File: config.mk
export PLATFORM = sky130hd
export DESIGN_NAME = rs_station
export DESIGN_NICKNAME = d
export VERILOG_FILES = /design/src/rtl/rs_pkg.sv /design/src/rtl/rs_lowest.sv /design/src/rtl/rs_slot.sv /design/src/rtl/rs_station.sv
export SDC_FILE = /design/constraint.sdc
export NUM_CORES = 1
export LEC_CHECK = 0
export BUFFER_PORTS_ARGS = -buffer_cell sky130_fd_sc_hd__buf_2
export CORE_MARGIN = 2
export CORE_UTILIZATION = 40
export CTS_CLUSTER_SIZE = 30
export DETAILED_ROUTE_END_ITERATION = 12
export PLACE_DENSITY = 0.65
export SYNTH_ARGS = -nofsm -noshare
export SYNTH_HDL_FRONTEND = slang
export SYNTH_SLANG_ARGS = --single-unit
export TNS_END_PERCENT = 20
File: constraint.sdc
create_clock -name clk -period 5.3 [get_ports clk]
set_clock_uncertainty 0.05 [all_clocks]
set_input_delay 1.06 -clock clk [delete_from_list [all_inputs] [get_ports clk]]
set_output_delay 1.06 -clock clk [all_outputs]
set_load 0.005 [all_outputs]
File: src/rtl/rs_pkg.sv
package rs_pkg;
  typedef enum logic [1:0] {
    SL_EMPTY = 2'd0,
    SL_PEND  = 2'd1,
    SL_SENT  = 2'd2
  } slot_state_e;
endpackage

File: src/rtl/rs_lowest.sv
module rs_lowest #(
  parameter int N = 4
) (
  input  logic         clk,
  input  logic         rst,
  input  logic [N-1:0] req,
  output logic [N-1:0] gnt,
  output logic         any
);
  always_comb begin
    logic found;
    found = 1'b0;
    gnt   = '0;
    for (int i = 0; i < N; i++) begin
      if (req[i] && !found) begin
        gnt[i] = 1'b1;
        found  = 1'b1;
      end
    end
    any = found;
  end

  p_single_grant_r6: assert property (@(posedge clk) disable iff (rst)
    $onehot0(gnt) && ((gnt & ~req) == '0));
  p_grant_when_req_r6: assert property (@(posedge clk) disable iff (rst)
    (req != '0) |-> (gnt != '0));
endmodule

File: src/rtl/rs_slot.sv
module rs_slot
  import rs_pkg::*;
#(
  parameter int DW   = 16,
  parameter int TAGW = 3,
  parameter int OPW  = 4
) (
  input  logic            clk,
  input  logic            rst,
  input  logic            flush,
  input  logic            load,
  input  logic [OPW-1:0]  ld_op,
  input  logic [TAGW-1:0] ld_dst,
  input  logic            ld_a_ok,
  input  logic [DW-1:0]   ld_a_val,
  input  logic [TAGW-1:0] ld_a_tag,
  input  logic            ld_b_ok,
  input  logic [DW-1:0]   ld_b_val,
  input  logic [TAGW-1:0] ld_b_tag,
  input  logic            cdb_valid,
  input  logic [TAGW-1:0] cdb_tag,
  input  logic [DW-1:0]   cdb_data,
  input  logic            grant,
  output logic            is_empty,
  output logic            is_ready,
  output logic [OPW-1:0]  op,
  output logic [TAGW-1:0] dst,
  output logic [DW-1:0]   a_val,
  output logic [DW-1:0]   b_val
);
  slot_state_e     st;
  logic            a_ok, b_ok;
  logic [TAGW-1:0] a_tag, b_tag;
  logic            a_hit, b_hit, ld_a_hit, ld_b_hit, own_result;

  assign a_hit      = cdb_valid && (cdb_tag == a_tag) && !a_ok;
  assign b_hit      = cdb_valid && (cdb_tag == b_tag) && !b_ok;
  assign ld_a_hit   = cdb_valid && (cdb_tag == ld_a_tag) && !ld_a_ok;
  assign ld_b_hit   = cdb_valid && (cdb_tag == ld_b_tag) && !ld_b_ok;
  assign own_result = cdb_valid && (cdb_tag == dst);

  always_ff @(posedge clk) begin
    if (rst || flush) begin
      st <= SL_EMPTY;
    end else if (load) begin
      st    <= SL_PEND;
      op    <= ld_op;
      dst   <= ld_dst;
      a_tag <= ld_a_tag;
      b_tag <= ld_b_tag;
      a_ok  <= ld_a_ok || ld_a_hit;
      b_ok  <= ld_b_ok || ld_b_hit;
      a_val <= ld_a_hit ? cdb_data : ld_a_val;
      b_val <= ld_b_hit ? cdb_data : ld_b_val;
    end else begin
      if (st != SL_EMPTY) begin
        if (a_hit) begin
          a_ok  <= 1'b1;
          a_val <= cdb_data;
        end
        if (b_hit) begin
          b_ok  <= 1'b1;
          b_val <= cdb_data;
        end
      end
      if (st == SL_SENT && own_result) st <= SL_EMPTY;
      else if (grant)                  st <= SL_SENT;
    end
  end

  assign is_empty = (st == SL_EMPTY);
  assign is_ready = (st == SL_PEND) && a_ok && b_ok;

  p_sent_had_ops_r5: assert property (@(posedge clk) disable iff (rst)
    (st == SL_SENT && $past(st) != SL_SENT) |-> $past(a_ok && b_ok));
  p_capture_r3: assert property (@(posedge clk) disable iff (rst)
    (st != SL_EMPTY && a_hit && !flush && !load) |=> (a_ok && a_val == $past(cdb_data)));
  p_release_r8: assert property (@(posedge clk) disable iff (rst)
    (st == SL_SENT && own_result && !load) |=> (st == SL_EMPTY));
  p_sent_sticks_r11: assert property (@(posedge clk) disable iff (rst)
    (st == SL_SENT && !own_result && !flush) |=> (st == SL_SENT));
endmodule

File: src/rtl/rs_station.sv
module rs_station
  import rs_pkg::*;
#(
  parameter int NSLOT = 4,
  parameter int DW    = 16,
  parameter int TAGW  = 3,
  parameter int OPW   = 4,
  localparam int CW   = $clog2(NSLOT + 1)
) (
  input  logic            clk,
  input  logic            rst,
  input  logic            flush,
  input  logic            rob_room,
  input  logic            alloc_valid,
  input  logic [OPW-1:0]  alloc_op,
  input  logic [TAGW-1:0] alloc_dst,
  input  logic            alloc_a_ok,
  input  logic [DW-1:0]   alloc_a_val,
  input  logic [TAGW-1:0] alloc_a_tag,
  input  logic            alloc_b_ok,
  input  logic [DW-1:0]   alloc_b_val,
  input  logic [TAGW-1:0] alloc_b_tag,
  input  logic            cdb_valid,
  input  logic [TAGW-1:0] cdb_tag,
  input  logic [DW-1:0]   cdb_data,
  output logic            alloc_ready,
  output logic [CW-1:0]   free_count,
  output logic            disp_valid,
  output logic [OPW-1:0]  disp_op,
  output logic [DW-1:0]   disp_a,
  output logic [DW-1:0]   disp_b,
  output logic [TAGW-1:0] disp_dst
);
  logic [NSLOT-1:0] empty_v, ready_v, free_sel, pick, load_v, grant_v;
  logic             any_free, any_ready, alloc_fire;
  logic [OPW-1:0]   s_op  [NSLOT];
  logic [TAGW-1:0]  s_dst [NSLOT];
  logic [DW-1:0]    s_a   [NSLOT];
  logic [DW-1:0]    s_b   [NSLOT];

  rs_lowest #(.N(NSLOT)) u_free_pick (
    .clk(clk), .rst(rst), .req(empty_v), .gnt(free_sel), .any(any_free)
  );
  rs_lowest #(.N(NSLOT)) u_ready_pick (
    .clk(clk), .rst(rst), .req(ready_v), .gnt(pick), .any(any_ready)
  );

  assign alloc_ready = any_free && rob_room;
  assign alloc_fire  = alloc_valid && alloc_ready && !flush;
  assign load_v      = alloc_fire ? free_sel : '0;
  assign grant_v     = flush ? '0 : pick;

  for (genvar g = 0; g < NSLOT; g++) begin : g_slot
    rs_slot #(.DW(DW), .TAGW(TAGW), .OPW(OPW)) u_slot (
      .clk(clk), .rst(rst), .flush(flush), .load(load_v[g]),
      .ld_op(alloc_op), .ld_dst(alloc_dst),
      .ld_a_ok(alloc_a_ok), .ld_a_val(alloc_a_val), .ld_a_tag(alloc_a_tag),
      .ld_b_ok(alloc_b_ok), .ld_b_val(alloc_b_val), .ld_b_tag(alloc_b_tag),
      .cdb_valid(cdb_valid), .cdb_tag(cdb_tag), .cdb_data(cdb_data),
      .grant(grant_v[g]),
      .is_empty(empty_v[g]), .is_ready(ready_v[g]),
      .op(s_op[g]), .dst(s_dst[g]), .a_val(s_a[g]), .b_val(s_b[g])
    );
  end

  always_comb begin
    free_count = '0;
    for (int i = 0; i < NSLOT; i++) free_count = free_count + CW'(empty_v[i]);
  end

  always_ff @(posedge clk) begin
    if (rst || flush) begin
      disp_valid <= 1'b0;
    end else begin
      disp_valid <= any_ready;
    end
    for (int i = 0; i < NSLOT; i++) begin
      if (pick[i]) begin
        disp_op  <= s_op[i];
        disp_dst <= s_dst[i];
        disp_a   <= s_a[i];
        disp_b   <= s_b[i];
      end
    end
  end

  p_full_blocks_r1: assert property (@(posedge clk) disable iff (rst)
    (free_count == '0) |-> !alloc_ready);
  p_flush_clears_r9: assert property (@(posedge clk) disable iff (rst)
    flush |=> (free_count == CW'(NSLOT)) && !disp_valid);
  p_alloc_takes_slot_r11: assert property (@(posedge clk) disable iff (rst)
    (alloc_fire && !cdb_valid) |=> (free_count == $past(free_count) - CW'(1)));
endmodule

==> results by stage <==
Timing:
- The smallest clock period supported by the final layout is computed as 3.45 ns.
- The final setup violation count is 0.
- Setup repair after global routing left no endpoint under its margin.
- At the pin with the least slew margin, the transition time is 1.05 ns.
- The sum of negative setup slack is 0 ns.
- In the finished design, the share of the clock period the worst path needs comes to 65.2%.
- The number of pins with negative max-slew slack in the final report is 0.
- Timing would allow up to 289 MHz.
- The count of final hold-check violations is 0.
- Across all hold checks on the routed design, the worst slack comes to 0.469 ns.
- The headroom to the max-slew limit is between 20 and 30%.

Drt:
- The average via count per standard cell is 5.33.
- In the final routed layout, each cell accounts on average for just over 20 um.
- The detail route stage leaves a number of antenna-violating nets equal to 0.
- The first detailed-routing pass took 5 iterations.
- The total DRC errors in the routed layout is 0.
- The total number of vias is 6,946.
- For this block, the initial DRC count from the detailed router was 524.
- The total wirelength of the detailed-routed design is 27,100 um.

Yosys:
- Synthesis instantiated 51 different standard cells from the library.
- The number of nets produced by synthesis is approximately 880.
- The number of synthesized flops with an enable pin is 227.
- The number of warning messages in the yosys log is 0.
- By count the netlist is led by edfxtp_1, mux2_2, nor2_1.
- The share of synthesized cell area in and, or, nand and nor gates is 10.5%.
- The synthesized flop and latch total is 236.
- The post-synthesis cell count is 799.
- By area, the combinational part of the netlist is dominated by multiplexers.
- The area fraction in compound gates after synthesis is about 6.9%.
- The xor/xnor cell area share of the yosys netlist is under 10%.
- Of all cell types, the one taking the most synthesized area is edfxtp_1.
- Among all flip-flop cells after synthesis, the most frequent one is edfxtp_1.
- The top-area cell type share of the netlist area is 60.5%.
- Of the synthesized area, sequential elements account for 62.1%.
- Of the total synthesized cell area, the portion taken by full adders, half adders and majority gates is less than 1%.
- The leading cell type by number of instances after synthesis is edfxtp_1.
- Multiplexer cells account for 13.8% of the synthesized area.
- In the synthesized netlist the async set-or-reset flop fraction comes to 0%.
- The post-synthesis cell area is ~0.011 mm^2.
- Dividing the synthesized area by the synthesized cell count gives 14.1 um^2.
- By area the synthesized netlist is led by edfxtp_1, mux2_2, mux2_4.

Worst setup path:
- The critical path goes through nor2_1, inv_1, fa_1, inv_1, ha_1, ha_1, buf_2.
- The required arrival time at the worst endpoint is between 4 and 5 ns.
- The worst register-to-register path begins at g_slot[1].u_slot.st[1].
- The setup path with the least slack is of type reg -> out.
- The cell family contributing the most delay on the critical path is adder cells.
- The worst setup path is captured at a primary output.
- Counting buffers and inverters, the worst setup path is 7 cells deep.
- The worst setup path is launched from a register.
- The register-to-register setup slack is 2.28 ns.
- The logic depth of the worst register-to-register path is 6.
- The delay contributed by the slowest stage of the critical path is 0.54 ns.
- In this run the worst path has a maximum fanout of 4.
- The arrival time at the worst endpoint is around 2.3 ns.
- Together, buffers and inverters on the worst path number 3.
- The endpoint identified for the worst register-to-register timing path is g_slot[1].u_slot.a_val[11].
- For this design, the slowest cell found on the critical path is fa_1.

Global route:
- The pin count of the biggest net entering global routing is 47.
- The number of global-route vias before repair is approximately 7,100.
- The combined global-route utilization of all metal layers is 18.6%.
- The global-route congestion overflow total is 0.
- The global-route wire length before repair is approximately 41,000 um.
- The number of antenna violations at the first check in global routing came to 4.

CTS:
- For the worst-skew pair, the clock arrives at the later sink with an insertion delay of 0.52 ns.
- The number of buffers added to fix hold violations after cts is 0.
- In this run, CTS created clock tree buffers numbering 25.
- The clock passes through at most 3 buffers.
- The post-cts repair resize count is 0.
- The CTS tree is built.
- The number of H-tree levels is 1.
- The clock slew at the register clock pins of the worst setup and hold paths is 0.06 ns.
- For this design, the sink count on the clock tree is 236.
- The tree is rooted in a clkbuf_16.
- Post-CTS timing repair inserted 0 buffers for setup.

Final layout:
- The layout overhead on the synthesized area is 15.7%.
- The summed area of non-filler cells in the final layout is 0.0130 mm^2.
- Once layout is complete, the utilization of the core stands at 46.9%.
- In the final layout, the share of cells above drive strength 1 is 34.6%.
- The number of nets at the end of the flow is 983.

Die:
- Once the floorplan was initialized, standard cells occupied 40.6% of the core.
- The height of the die is 172 um.
- The core area is 0.0278 mm^2.
- The floorplan has 61 rows.
- The full die area is ~0.030 mm^2.
- The floorplan die width is 172 um.
- For this design the top-level I/O count stands at approximately 120.

Power:
- Power comes to 4.06 mW.
- The ratio of total power to cell area is ~310 mW/mm^2.
- The static leakage is 4.89 nW.
- VDD sags by at most 203 uV.

Placement:
- The post-detailed-placement cell area is 0.0122 mm^2.
- The HPWL after detailed placement is 17,500 um.
- The last weighted congestion value of the routability-driven placer is 0.813.
- During placement, the flow inserted port buffers numbering between 100 and 150.

Status:
- The run finished with clean final reports.

Min path:
- The tightest min-delay check is of the reg -> reg type.
- The hold path depth is 2.
- The path with the worst hold slack has its endpoint at g_slot[0].u_slot.st[1].
- The worst hold path begins at g_slot[0].u_slot.st[1].

Run:
- The tool flagged a number of max-cap violations equal to 0.
==> worst max path at each step <==
stage                           start                          to  slack (ns)
3_5_place_dp               cdb_tag[2]   g_slot[1].u_slot.a_val[6]        1.94
5_1_grt        g_slot[0].u_slot.st[1]               free_count[1]        1.67
4_1_cts        g_slot[0].u_slot.st[1]               free_count[1]        1.81
2_1_floorplan              cdb_tag[2]       g_slot[2].u_slot.a_ok        1.90
6_report       g_slot[0].u_slot.st[1]               free_count[1]        1.85
3_3_place_gp               cdb_tag[2]  g_slot[1].u_slot.a_val[13]        1.95
==> stage by stage <==
| stage | instances | worst slack, ns |
|---|---|---|
| detailed placement | 1257 | 1.94 |
| finish | 1304 | 1.85 |
| CTS | 1303 | 1.81 |
| global placement | 1257 | 1.95 |
| global route | 1304 | 1.67 |
| floorplan | 799 | 1.90 |
==> metal layers <==
layer | global-route usage (%) | wire [um] | vias to the layer above
met3 | 3.18 | 1540 | 49
met5 | 0 | 24 | -
li1 | - | - | 3222
met4 | 5.37 | 648 | 4
met1 | 24.8 | 11800 | 3444
met2 | 31.2 | 13100 | 227
==> cell families after synthesis <==
| group | count (synthesis) |
|---|---|
| adder cells (fa/ha/maj) | 5 |
| flip-flops | 236 |
| buffers and inverters | 61 |
| AND/OR/NAND/NOR | 211 |
| AO/OA/AOI/OAI | 116 |
| XOR/XNOR | 42 |
| multiplexers | 128 |
==> cell usage in the layout (no fill, tap or decap), types with 6 or more instances in the layout <==
| cell type | n |
|---|---|
| a31oi_1 | 33 |
| xor2_1 | 23 |
| o21a_1 | 6 |
| edfxtp_1 | 227 |
| clkbuf_16 | 25 |
| xnor2_1 | 19 |
| dfxtp_1 | 9 |
| o21ai_0 | 42 |
| mux2_2 | 94 |
| o21ai_4 | 8 |
| nor3_1 | 6 |
| and3_1 | 33 |
| nand2_1 | 42 |
| buf_2 | 115 |
| nand3_1 | 7 |
| inv_1 | 11 |
| buf_4 | 15 |
| o22ai_1 | 6 |
| nor2_1 | 51 |
| mux2_4 | 29 |
| and2_1 | 34 |
==> flip-flops by register name, summed over array words and instances (netlist names), 12 cells and up <==
signal / count
g_slot.u_slot.a_val: 64
g_slot.u_slot.b_val: 64
disp_a: 16
disp_b: 16
g_slot.u_slot.op: 16
g_slot.u_slot.a_tag: 12
g_slot.u_slot.b_tag: 12
g_slot.u_slot.dst: 12
==> power breakdown <==
part	switching (mW)	internal [mW]	leakage, nW
clock network	0.740	1.07	0.411
registers	0.00308	2.05	2.14
logic	0.108	0.0901	2.34
==> area by class of cell <==
class	count	area, um^2
inverters	11	41.3
fillers	2519	14700
clock buffers	27	633
flip-flops and latches	236	7000
repair buffers	130	688
well taps	378	473
diodes	1	2.50
clock inverters	19	214
multi-input cells	502	3990
==> tightest hold or removal path: stages, from the launching register on <==
cell and delay [ns]:
dfxtp_1 0.34, o41ai_1 0.07, a21oi_1 0.06
Power figures use the tool's default switching activity.
